File: config.mk
export PLATFORM = sky130hd
export DESIGN_NAME = async_tx_initiator
export DESIGN_NICKNAME = d
export VERILOG_FILES = /design/src/rtl/atx_pkg.sv /design/src/rtl/atx_sync.sv /design/src/rtl/atx_timer.sv /design/src/rtl/atx_ctrl.sv /design/src/rtl/async_tx_initiator.sv
export SDC_FILE = /design/constraint.sdc
export NUM_CORES = 1
export LEC_CHECK = 0
export ABC_AREA = 1
export BUFFER_PORTS_ARGS = -buffer_cell sky130_fd_sc_hd__buf_4
export CAP_MARGIN = 5
export CORE_MARGIN = 5
export CORE_UTILIZATION = 25
export CTS_BUF_LIST = sky130_fd_sc_hd__clkbuf_8
export DETAILED_ROUTE_END_ITERATION = 16
export GPL_TIMING_DRIVEN = 1
export PLACE_DENSITY = 0.45
export SLEW_MARGIN = 40
export SYNTH_ARGS = -nofsm -noshare
export SYNTH_HDL_FRONTEND = slang
export SYNTH_SLANG_ARGS = --single-unit
File: constraint.sdc
create_clock -name clk -period 4.6 [get_ports clk]
set_clock_uncertainty 0.1 [all_clocks]
set_input_delay 0.69 -clock clk [delete_from_list [all_inputs] [get_ports clk]]
set_output_delay 0.69 -clock clk [all_outputs]
set_load 0.02 [all_outputs]
File: src/rtl/atx_pkg.sv
package atx_pkg;

  typedef enum logic [1:0] {
    ERR_NONE    = 2'd0,
    ERR_PHASE   = 2'd1,
    ERR_TIMEOUT = 2'd2,
    ERR_BUSFREE = 2'd3
  } atx_err_e;

  typedef enum logic [2:0] {
    ST_IDLE      = 3'd0,
    ST_WAIT_REQ  = 3'd1,
    ST_LOAD      = 3'd2,
    ST_SETTLE    = 3'd3,
    ST_WAIT_NREQ = 3'd4,
    ST_DONE      = 3'd5
  } atx_state_e;

endpackage

File: src/rtl/atx_sync.sv
module atx_sync #(
  parameter int WIDTH = 1
) (
  input  logic             clk,
  input  logic             rst_n,
  input  logic [WIDTH-1:0] async_i,
  output logic [WIDTH-1:0] sync_o
);

  for (genvar b = 0; b < WIDTH; b++) begin : g_bit
    logic meta_q;
    logic stab_q;

    always_ff @(posedge clk or negedge rst_n) begin
      if (!rst_n) begin
        meta_q <= 1'b0;
        stab_q <= 1'b0;
      end else begin
        meta_q <= async_i[b];
        stab_q <= meta_q;
      end
    end

    assign sync_o[b] = stab_q;
  end

endmodule

File: src/rtl/atx_timer.sv
module atx_timer #(
  parameter int TO_CYC = 1000
) (
  input  logic clk,
  input  logic rst_n,
  input  logic clr_i,
  input  logic run_i,
  output logic expired_o
);

  localparam int TMR_W = $clog2(TO_CYC + 1);
  localparam logic [TMR_W-1:0] LIMIT = TMR_W'(TO_CYC);

  logic [TMR_W-1:0] cnt_q;
  logic [TMR_W-1:0] cnt_d;
  logic             cnt_en;

  assign expired_o = (cnt_q == LIMIT);
  assign cnt_en    = clr_i | (run_i & ~expired_o);

  always_comb begin
    if (clr_i) begin
      cnt_d = '0;
    end else begin
      cnt_d = cnt_q + 1'b1;
    end
  end

  always_ff @(posedge clk or negedge rst_n) begin
    if (!rst_n) begin
      cnt_q <= '0;
    end else if (cnt_en) begin
      cnt_q <= cnt_d;
    end
  end

endmodule

File: src/rtl/atx_ctrl.sv
module atx_ctrl
  import atx_pkg::*;
#(
  parameter int CNT_W      = 16,
  parameter int SETTLE_CYC = 3
) (
  input  logic             clk,
  input  logic             rst_n,
  input  logic             start_i,
  input  logic [CNT_W-1:0] count_i,
  input  logic [2:0]       exp_phase_i,
  input  logic             atn_raise_i,
  input  logic [7:0]       in_data_i,
  input  logic             in_valid_i,
  output logic             in_ready_o,
  input  logic             req_s_i,
  input  logic             bus_free_s_i,
  input  logic [2:0]       phase_s_i,
  input  logic             tmo_i,
  output logic             tmr_clr_o,
  output logic             tmr_run_o,
  output logic [7:0]       data_o,
  output logic             data_en_o,
  output logic             ack_o,
  output logic             atn_o,
  output logic             done_o,
  output atx_err_e         err_o,
  output logic [CNT_W-1:0] left_o
);

  localparam int SET_W = (SETTLE_CYC < 2) ? 1 : $clog2(SETTLE_CYC);
  localparam logic [SET_W-1:0] SET_LAST = SET_W'(SETTLE_CYC - 1);

  atx_state_e       state_q, state_d;
  logic [CNT_W-1:0] left_q, left_d;
  logic [7:0]       data_q, data_d;
  logic             den_q, den_d;
  logic             ack_q, ack_d;
  logic             atn_q, atn_d;
  atx_err_e         err_q, err_d;
  logic [SET_W-1:0] scnt_q, scnt_d;
  logic             take;

  assign take = (state_q == ST_LOAD) & in_valid_i;

  // next-state process
  always_comb begin
    state_d   = state_q;
    left_d    = left_q;
    data_d    = data_q;
    den_d     = den_q;
    ack_d     = ack_q;
    atn_d     = atn_q;
    err_d     = err_q;
    scnt_d    = scnt_q;
    tmr_clr_o = 1'b0;
    tmr_run_o = 1'b0;

    case (state_q)
      ST_IDLE: begin
        if (atn_raise_i) begin
          atn_d = 1'b1;
        end
        if (start_i) begin
          left_d = count_i;
          err_d  = ERR_NONE;
          if (count_i == '0) begin
            state_d = ST_DONE;
          end else begin
            state_d   = ST_WAIT_REQ;
            tmr_clr_o = 1'b1;
          end
        end
      end

      ST_WAIT_REQ: begin
        tmr_run_o = 1'b1;
        if (bus_free_s_i) begin
          err_d   = ERR_BUSFREE;
          state_d = ST_DONE;
        end else if (tmo_i) begin
          err_d   = ERR_TIMEOUT;
          state_d = ST_DONE;
        end else if (req_s_i) begin
          if (phase_s_i != exp_phase_i) begin
            err_d   = ERR_PHASE;
            state_d = ST_DONE;
          end else begin
            atn_d   = 1'b0;
            state_d = ST_LOAD;
          end
        end
      end

      ST_LOAD: begin
        if (take) begin
          data_d  = in_data_i;
          den_d   = 1'b1;
          scnt_d  = '0;
          state_d = ST_SETTLE;
        end
      end

      ST_SETTLE: begin
        if (scnt_q == SET_LAST) begin
          ack_d     = 1'b1;
          tmr_clr_o = 1'b1;
          state_d   = ST_WAIT_NREQ;
        end else begin
          scnt_d = scnt_q + 1'b1;
        end
      end

      ST_WAIT_NREQ: begin
        tmr_run_o = 1'b1;
        if (bus_free_s_i) begin
          ack_d   = 1'b0;
          den_d   = 1'b0;
          err_d   = ERR_BUSFREE;
          state_d = ST_DONE;
        end else if (tmo_i) begin
          ack_d   = 1'b0;
          den_d   = 1'b0;
          err_d   = ERR_TIMEOUT;
          state_d = ST_DONE;
        end else if (!req_s_i) begin
          ack_d  = 1'b0;
          den_d  = 1'b0;
          left_d = left_q - 1'b1;
          if (left_q == CNT_W'(1)) begin
            state_d = ST_DONE;
          end else begin
            state_d   = ST_WAIT_REQ;
            tmr_clr_o = 1'b1;
          end
        end
      end

      ST_DONE: begin
        state_d = ST_IDLE;
      end

      default: begin
        state_d = ST_IDLE;
        ack_d   = 1'b0;
        den_d   = 1'b0;
      end
    endcase
  end

  // register process
  always_ff @(posedge clk or negedge rst_n) begin
    if (!rst_n) begin
      state_q <= ST_IDLE;
      left_q  <= '0;
      data_q  <= '0;
      den_q   <= 1'b0;
      ack_q   <= 1'b0;
      atn_q   <= 1'b0;
      err_q   <= ERR_NONE;
      scnt_q  <= '0;
    end else begin
      state_q <= state_d;
      left_q  <= left_d;
      data_q  <= data_d;
      den_q   <= den_d;
      ack_q   <= ack_d;
      atn_q   <= atn_d;
      err_q   <= err_d;
      scnt_q  <= scnt_d;
    end
  end

  assign in_ready_o = (state_q == ST_LOAD);
  assign data_o     = data_q;
  assign data_en_o  = den_q;
  assign ack_o      = ack_q;
  assign atn_o      = atn_q;
  assign done_o     = (state_q == ST_DONE);
  assign err_o      = err_q;
  assign left_o     = left_q;

endmodule

File: src/rtl/async_tx_initiator.sv
module async_tx_initiator
  import atx_pkg::*;
#(
  parameter int CNT_W      = 16,
  parameter int SETTLE_CYC = 3,
  parameter int TO_CYC     = 1000
) (
  input  logic             clk,
  input  logic             rst_n,
  input  logic             start_i,
  input  logic [CNT_W-1:0] count_i,
  input  logic [2:0]       exp_phase_i,
  input  logic             atn_raise_i,
  input  logic [7:0]       in_data_i,
  input  logic             in_valid_i,
  output logic             in_ready_o,
  input  logic             bus_req_i,
  input  logic             bus_bsy_i,
  input  logic             bus_sel_i,
  input  logic [2:0]       bus_phase_i,
  output logic [7:0]       bus_data_o,
  output logic             bus_data_en_o,
  output logic             bus_ack_o,
  output logic             bus_atn_o,
  output logic             done_o,
  output logic [1:0]       err_o,
  output logic [CNT_W-1:0] left_o
);

  localparam int SYNC_W = 6;

  logic [SYNC_W-1:0] raw_bus;
  logic [SYNC_W-1:0] sync_bus;
  logic              req_s;
  logic              bsy_s;
  logic              sel_s;
  logic [2:0]        phase_s;
  logic              bus_free_s;
  logic              tmr_clr;
  logic              tmr_run;
  logic              tmo;
  atx_err_e          err_e;

  assign raw_bus = {bus_phase_i, bus_sel_i, bus_bsy_i, bus_req_i};

  atx_sync #(.WIDTH(SYNC_W)) u_sync (
    .clk     (clk),
    .rst_n   (rst_n),
    .async_i (raw_bus),
    .sync_o  (sync_bus)
  );

  assign req_s      = sync_bus[0];
  assign bsy_s      = sync_bus[1];
  assign sel_s      = sync_bus[2];
  assign phase_s    = sync_bus[5:3];
  assign bus_free_s = ~bsy_s & ~sel_s;

  atx_timer #(.TO_CYC(TO_CYC)) u_timer (
    .clk       (clk),
    .rst_n     (rst_n),
    .clr_i     (tmr_clr),
    .run_i     (tmr_run),
    .expired_o (tmo)
  );

  atx_ctrl #(
    .CNT_W      (CNT_W),
    .SETTLE_CYC (SETTLE_CYC)
  ) u_ctrl (
    .clk          (clk),
    .rst_n        (rst_n),
    .start_i      (start_i),
    .count_i      (count_i),
    .exp_phase_i  (exp_phase_i),
    .atn_raise_i  (atn_raise_i),
    .in_data_i    (in_data_i),
    .in_valid_i   (in_valid_i),
    .in_ready_o   (in_ready_o),
    .req_s_i      (req_s),
    .bus_free_s_i (bus_free_s),
    .phase_s_i    (phase_s),
    .tmo_i        (tmo),
    .tmr_clr_o    (tmr_clr),
    .tmr_run_o    (tmr_run),
    .data_o       (bus_data_o),
    .data_en_o    (bus_data_en_o),
    .ack_o        (bus_ack_o),
    .atn_o        (bus_atn_o),
    .done_o       (done_o),
    .err_o        (err_e),
    .left_o       (left_o)
  );

  assign err_o = err_e;

endmodule

==> results of run 1 <==
synth_stat cells (5+ instances only):
cell type / n
a21oi_1: 7
dfrtp_1: 56
inv_1: 29
nand2_1: 141
nand3_1: 32
ha_1: 5
o21ai_1: 12
o21ai_0: 16
nand4_1: 5
inv_2: 7
nor2_1: 68
xor2_1: 7
stage by stage:
step                setup slack (ps)  hold WS (ps)
finish                          2370           216
global route                    2130           263
CTS                             2340           262
detailed placement              2350           236
global placement                2420           234
floorplan                       2950           231
where the power goes:
group	switching, W	internal, W
clock	0.000177	0.000110
combinational	0.000674	0.000385
sequential	0.000161	0.000629
total	0.00101	0.00112
final timing paths:
kind	from	to	slack, ps	depth (start not counted)
hold / removal	rst_n	u_ctrl.left_o[3]	220	1
hold reg to reg	u_sync.g_bit[3].meta_q	u_sync.g_bit[3].stab_q	260	0
setup / recovery	u_ctrl.state_q[0]	u_ctrl.left_o[11]	2370	8
min in group clk	u_sync.g_bit[3].meta_q	u_sync.g_bit[3].stab_q	260	0
max in group asynchronous	rst_n	u_ctrl.ack_o	3810	1
setup reg to reg	u_ctrl.state_q[0]	u_ctrl.left_o[11]	2370	8
flip-flops by register name (all words and copies together), names as in the netlist:
signal and cells:
u_ctrl.left_o 16, u_ctrl.atn_o 1, u_ctrl.data_o 8, u_ctrl.ack_o 1, u_sync.g_bit.stab_q 6, u_ctrl.err_o 2, u_ctrl.scnt_q 2, u_timer.cnt_q 10
u_sync.g_bit.meta_q 6, u_ctrl.state_q 3, u_ctrl.data_en_o 1
layout make-up:
cell class | instances | area, sq um | area share
Tap cell | 168 | 210 | 0.0542
Sequential cell | 56 | 1400 | 0.361
Clock buffer | 5 | 68.8 | 0.0177
Multi-Input combinational cell | 322 | 1520 | 0.392
Inverter | 37 | 141 | 0.0364
Timing Repair Buffer | 68 | 514 | 0.132
Clock inverter | 3 | 22.5 | 0.00580
metal layers:
metal | GRT usage | vias up
met4 | 0.0336 | 0
met3 | 0.0339 | 4
met1 | 0.159 | 1281
li1 | - | 1468
met2 | 0.194 | 78
met5 | 0 | -
critical path, cell delays in order (launching register included):
cell and delay (ps):
dfrtp_1 500, inv_2 130, nand3_4 220, inv_4 310
nand3_2 110, nand2_2 320, inv_2 200, o21ai_1 170
nand2_1 50
kinds of logic after synthesis:
group                      share of synthesized area
muxes                                        0.00361
and+or+nand+nor                                0.363
buffers and inverters                         0.0637
xor gates and xnor gates                      0.0308
DFF                                            0.449
adders and majority gates                     0.0200
AOI/OAI and AO/OA                             0.0701
==> flow_metrics.tcl, run 1 <==
set metrics [dict create \
    layout-drive-gt1-share 0.204 \
    syn2layout_area_growth_pct 24.3 \
    io_pins 69 \
    dr_wl_met3_microns 609 \
    netlist_area_sq_um 3120 \
    ys.flop_type "dfrtp_1" \
    fin_util 0.320 \
    cts_resized 0 \
    final_common_cell "nand2_1" \
    layout_common_cells "141 x nand2_1, 68 x nor2_1, 67 x buf_4" \
    dp_hpwl_mm 6.40 \
    cts_hold_buf 0 \
    maxCapViolations 0 \
    cp_max_fo 28 \
    synth_top_area_share 0.449 \
    cts_made_buffers 5 \
    synth_warnings 0 \
    synth_edf_count 0 \
    run_status "finished clean" \
    root_buffer "clkbuf_8" \
    highest_layer "met4" \
    ir_drop_mv 0.173 \
    drtPass1Iterations 4 \
    worst_hold_path_type "in -> async" \
    max_slew_margin 0.651 \
    drtIter0Drc 247 \
    grt_antenna_before_repair 0 \
    wl_mm 8.33 \
    maxSlewViolCount 0 \
    p_leak_nw 1.89 \
    synthTopCellsByArea "dfrtp_1 45%, nand2_1 17%, nor2_1 8.2%" \
    min_period_ps 2230 \
    grt_first_pass_wirelength_mm 14.4 \
    finalSetupTns_ps 0 \
    wl_per_cell_microns 12.6 \
    core_area_sq_um 12100 \
    synth_cell_types 28 \
    cts_sinks 56 \
    rows 40 \
    crit_type "reg -> reg" \
    wl_met2_mm 3.84 \
    finalCritPeriodShare 0.485 \
    post_cts_buffers 0 \
    synthArstFlopShare 1.00 \
    ys_ff_latch 56 \
    worst_slew_pin_slew_ps 523 \
    die_h_microns 122 \
    htreeDepth 2 \
    ant_nets 0 \
    power.density_nw_per_um2 551 \
    end_kind "flip-flop" \
    clk_path_buf_depth 2 \
    grt_usage 0.121 \
    grt_pass1_vias 2801 \
    design.die.area_sq_um 14800 \
    placed_cell_area_sq_um 3790 \
    synth.avg_cell_area_sq_um 7.38 \
    wl_met1_mm 3.81 \
    rsz0062_at_grt "no" \
    crit_required_ps 4720 \
    crit_arrival_ps 2350 \
    dieWidth_microns 122 \
    n_fill_cell 1372 \
    gp_congestion 0.839 \
    synth_fp_nets 466 \
    yosys.area.top_type "dfrtp_1" \
    layout.cells.non_filler 659 \
    vias_per_cell 4.30 \
    insertion_delay_ps 320 \
    cts_tree "yes" \
    drc 0 \
    gr-total-overflow 0 \
    syn_inst 423 \
    finalSetupViolCount 0 \
    hold_violations 0 \
    max_freq_mhz 448 \
    crit_path_start_kind "flip-flop" \
    clkSlewWorstSetupHoldPaths_ps 110 \
    place_inst 651 \
    portBuffers 68 \
    initial_core_util 0.258 \
    grt_max_degree 57 \
    power_w 0.00214 \
    fin_area_sq_um 3880 \
    finalNetCount 533 \
    synth_seq_area_share 0.449 \
    via_count 2831 \
    n_antenna_cell 0 \
]
Note: power is estimated with default switching activity, not from simulation.
==> run 2: changes to the inputs <==
- PLACE_DENSITY: 0.45 -> 0.46
- clock period: 4.6 -> 1.87 ns (I/O delays scaled with it)
==> flow_metrics.tcl, run 2 (same netlist as run 1, synthesis figures left out) <==
set metrics [dict create \
    maxCapViolations 0 \
    cp_max_fo 7 \
    cpLargestDelayFamily "simple AND/OR/NAND/NOR gates" \
    grt_first_pass_wirelength_mm 14.5 \
    insertion_delay_ps 320 \
    core_area_sq_um 12100 \
    drtPass1Iterations 4 \
    n_antenna_cell 0 \
    ant_nets 0 \
    initial_core_util 0.258 \
    min_period_ps 1860 \
    critical_path.cell_chain "inv_2, ha_4, nand2_4, nor2_4, nand3_4, buf_6, nand2_2, nor2_2, nor2_4, clkinv_4, nor2_4" \
    comb_power_share 0.519 \
    htreeDepth 2 \
    clkSlewWorstSetupHoldPaths_ps 120 \
    power.density_nw_per_um2 1370 \
    critPathMaxStageDelay_ps 440 \
    pwr-share-clk 0.149 \
    syn2layout_area_growth_pct 36.4 \
    crit_arrival_ps 2020 \
    grt_usage 0.120 \
    cts_sinks 56 \
    layout-drive-gt1-share 0.275 \
    root_buffer "clkbuf_8" \
    clk_path_buf_depth 2 \
    hold_violations 0 \
    gp_congestion 0.835 \
    crit_path_frequent_cell "nor2_4" \
    reg2reg_from "u_timer.cnt_q[0]" \
    largest_register_ffs 16 \
    rows 40 \
    design.die.area_sq_um 14800 \
    netSwitchingPower_w 0.00269 \
    crit_type "reg -> reg" \
    finalNetCount 559 \
    cts_tree "yes" \
    wl_per_cell_microns 13.2 \
    grt_antenna_before_repair 0 \
    p_sw_frac 0.461 \
    path_buf_inv 3 \
    layout.cells.non_filler 685 \
    gr-total-overflow 0 \
    portBuffers 68 \
    worst_slew_pin_slew_ps 358 \
    p_leak_nw 2.03 \
    via_count 3031 \
    grt_max_degree 34 \
    dieWidth_microns 122 \
    fin_util 0.352 \
    final_common_cell "nand2_1" \
    drc 0 \
    crit_start "u_timer.cnt_q[0]" \
    crit_required_ps 2030 \
    power_w 0.00583 \
    grt_pass1_vias 2963 \
    run_status "finished clean" \
    dp_hpwl_mm 6.77 \
    io_pins 69 \
    finalCritPeriodShare 0.992 \
    cts_made_buffers 5 \
    max_slew_margin 0.762 \
    worst_hold_path_type "in -> reg" \
    p_seq_frac 0.332 \
    maxSlewViolCount 0 \
    drtIter0Drc 200 \
    crit_path_start_kind "flip-flop" \
    ir_drop_mv 0.470 \
    place_inst 659 \
    layout_common_cells "138 x nand2_1, 83 x buf_4, 57 x nor2_1" \
    die_h_microns 122 \
    max_freq_mhz 539 \
    finalSetupViolCount 0 \
    wl_mm 9.01 \
    vias_per_cell 4.42 \
    end_kind "flip-flop" \
    rsz0062_at_grt "yes" \
    worstHoldStart "in_data_i[1]" \
    p_int_w 0.00314 \
    cp_slowest_cell "dfrtp_1" \
]
==> run 2: final timing paths <==
check                                    endpoint  slack [ps]  depth (start not counted)
setup reg to reg                 u_timer.cnt_q[3]          10                         11
hold reg to reg            u_sync.g_bit[4].stab_q         260                          0
setup / recovery                 u_timer.cnt_q[3]          10                         11
hold / removal                   u_ctrl.data_o[1]          50                          3
max in group asynchronous        u_ctrl.left_o[0]         860                          3
min in group asynchronous        u_ctrl.left_o[3]         320                          2
==> run 2: cell type report <==
cell class / count / area, sq um
multi-input cells: 323 / 1640
fillers: 1303 / 7850
flip-flops and latches: 56 / 1400
well taps: 168 / 210
repair buffers: 93 / 739
clock buffers: 5 / 68.8
clock inverters: 3 / 50.0
inverters: 37 / 149
==> run 2: repair_timing <==
action                                 CTS  global route
buffers inserted                         0            10
hold buffers                             7             0
endpoints found under the hold margin   29             0
resized for setup                        0            39
setup endpoints to repair                0            29
==> run 2: power groups by stage <==
| stage | clock [W] | sequential [W] | combinational, W |
|---|---|---|---|
| floorplan | 0 | 0.00216 | 0.00155 |
| global placement | 0 | 0.00195 | 0.00276 |
| detailed placement | 0 | 0.00195 | 0.00278 |
| CTS | 0.000901 | 0.00193 | 0.00280 |
| global route | 0.000940 | 0.00199 | 0.00338 |
| finish | 0.000867 | 0.00194 | 0.00302 |
==> run 2: worst min-delay path, stage by stage <==
cell and delay (ps):
buf_4 70, nand2_1 40, nand2_1 40
==> run 2: stage by stage <==
| stage | worst slack (ps) | hold WS (ps) | area (sq um) | setup TNS (ps) |
|---|---|---|---|---|
| 2_1_floorplan | 248 | -115 | 3120 | 0 |
| 3_3_place_gp | 77.6 | 124 | 3860 | 0 |
| 3_5_place_dp | 71.1 | 125 | 3860 | 0 |
| 4_1_cts | 38.4 | 35.5 | 4050 | 0 |
| 5_1_grt | -84.0 | 38.2 | 4260 | -638 |
| 6_report | 14.8 | 45.2 | 4260 | 0 |
==> run 2: routing by layer <==
layer | track usage | vias to the layer above | routed length, microns
li1 | - | 1528 | -
met1 | 0.157 | 1411 | 4160
met2 | 0.200 | 84 | 4210
met3 | 0.0274 | 8 | 549
met4 | 0.0329 | 0 | 97
met5 | 0 | - | 0
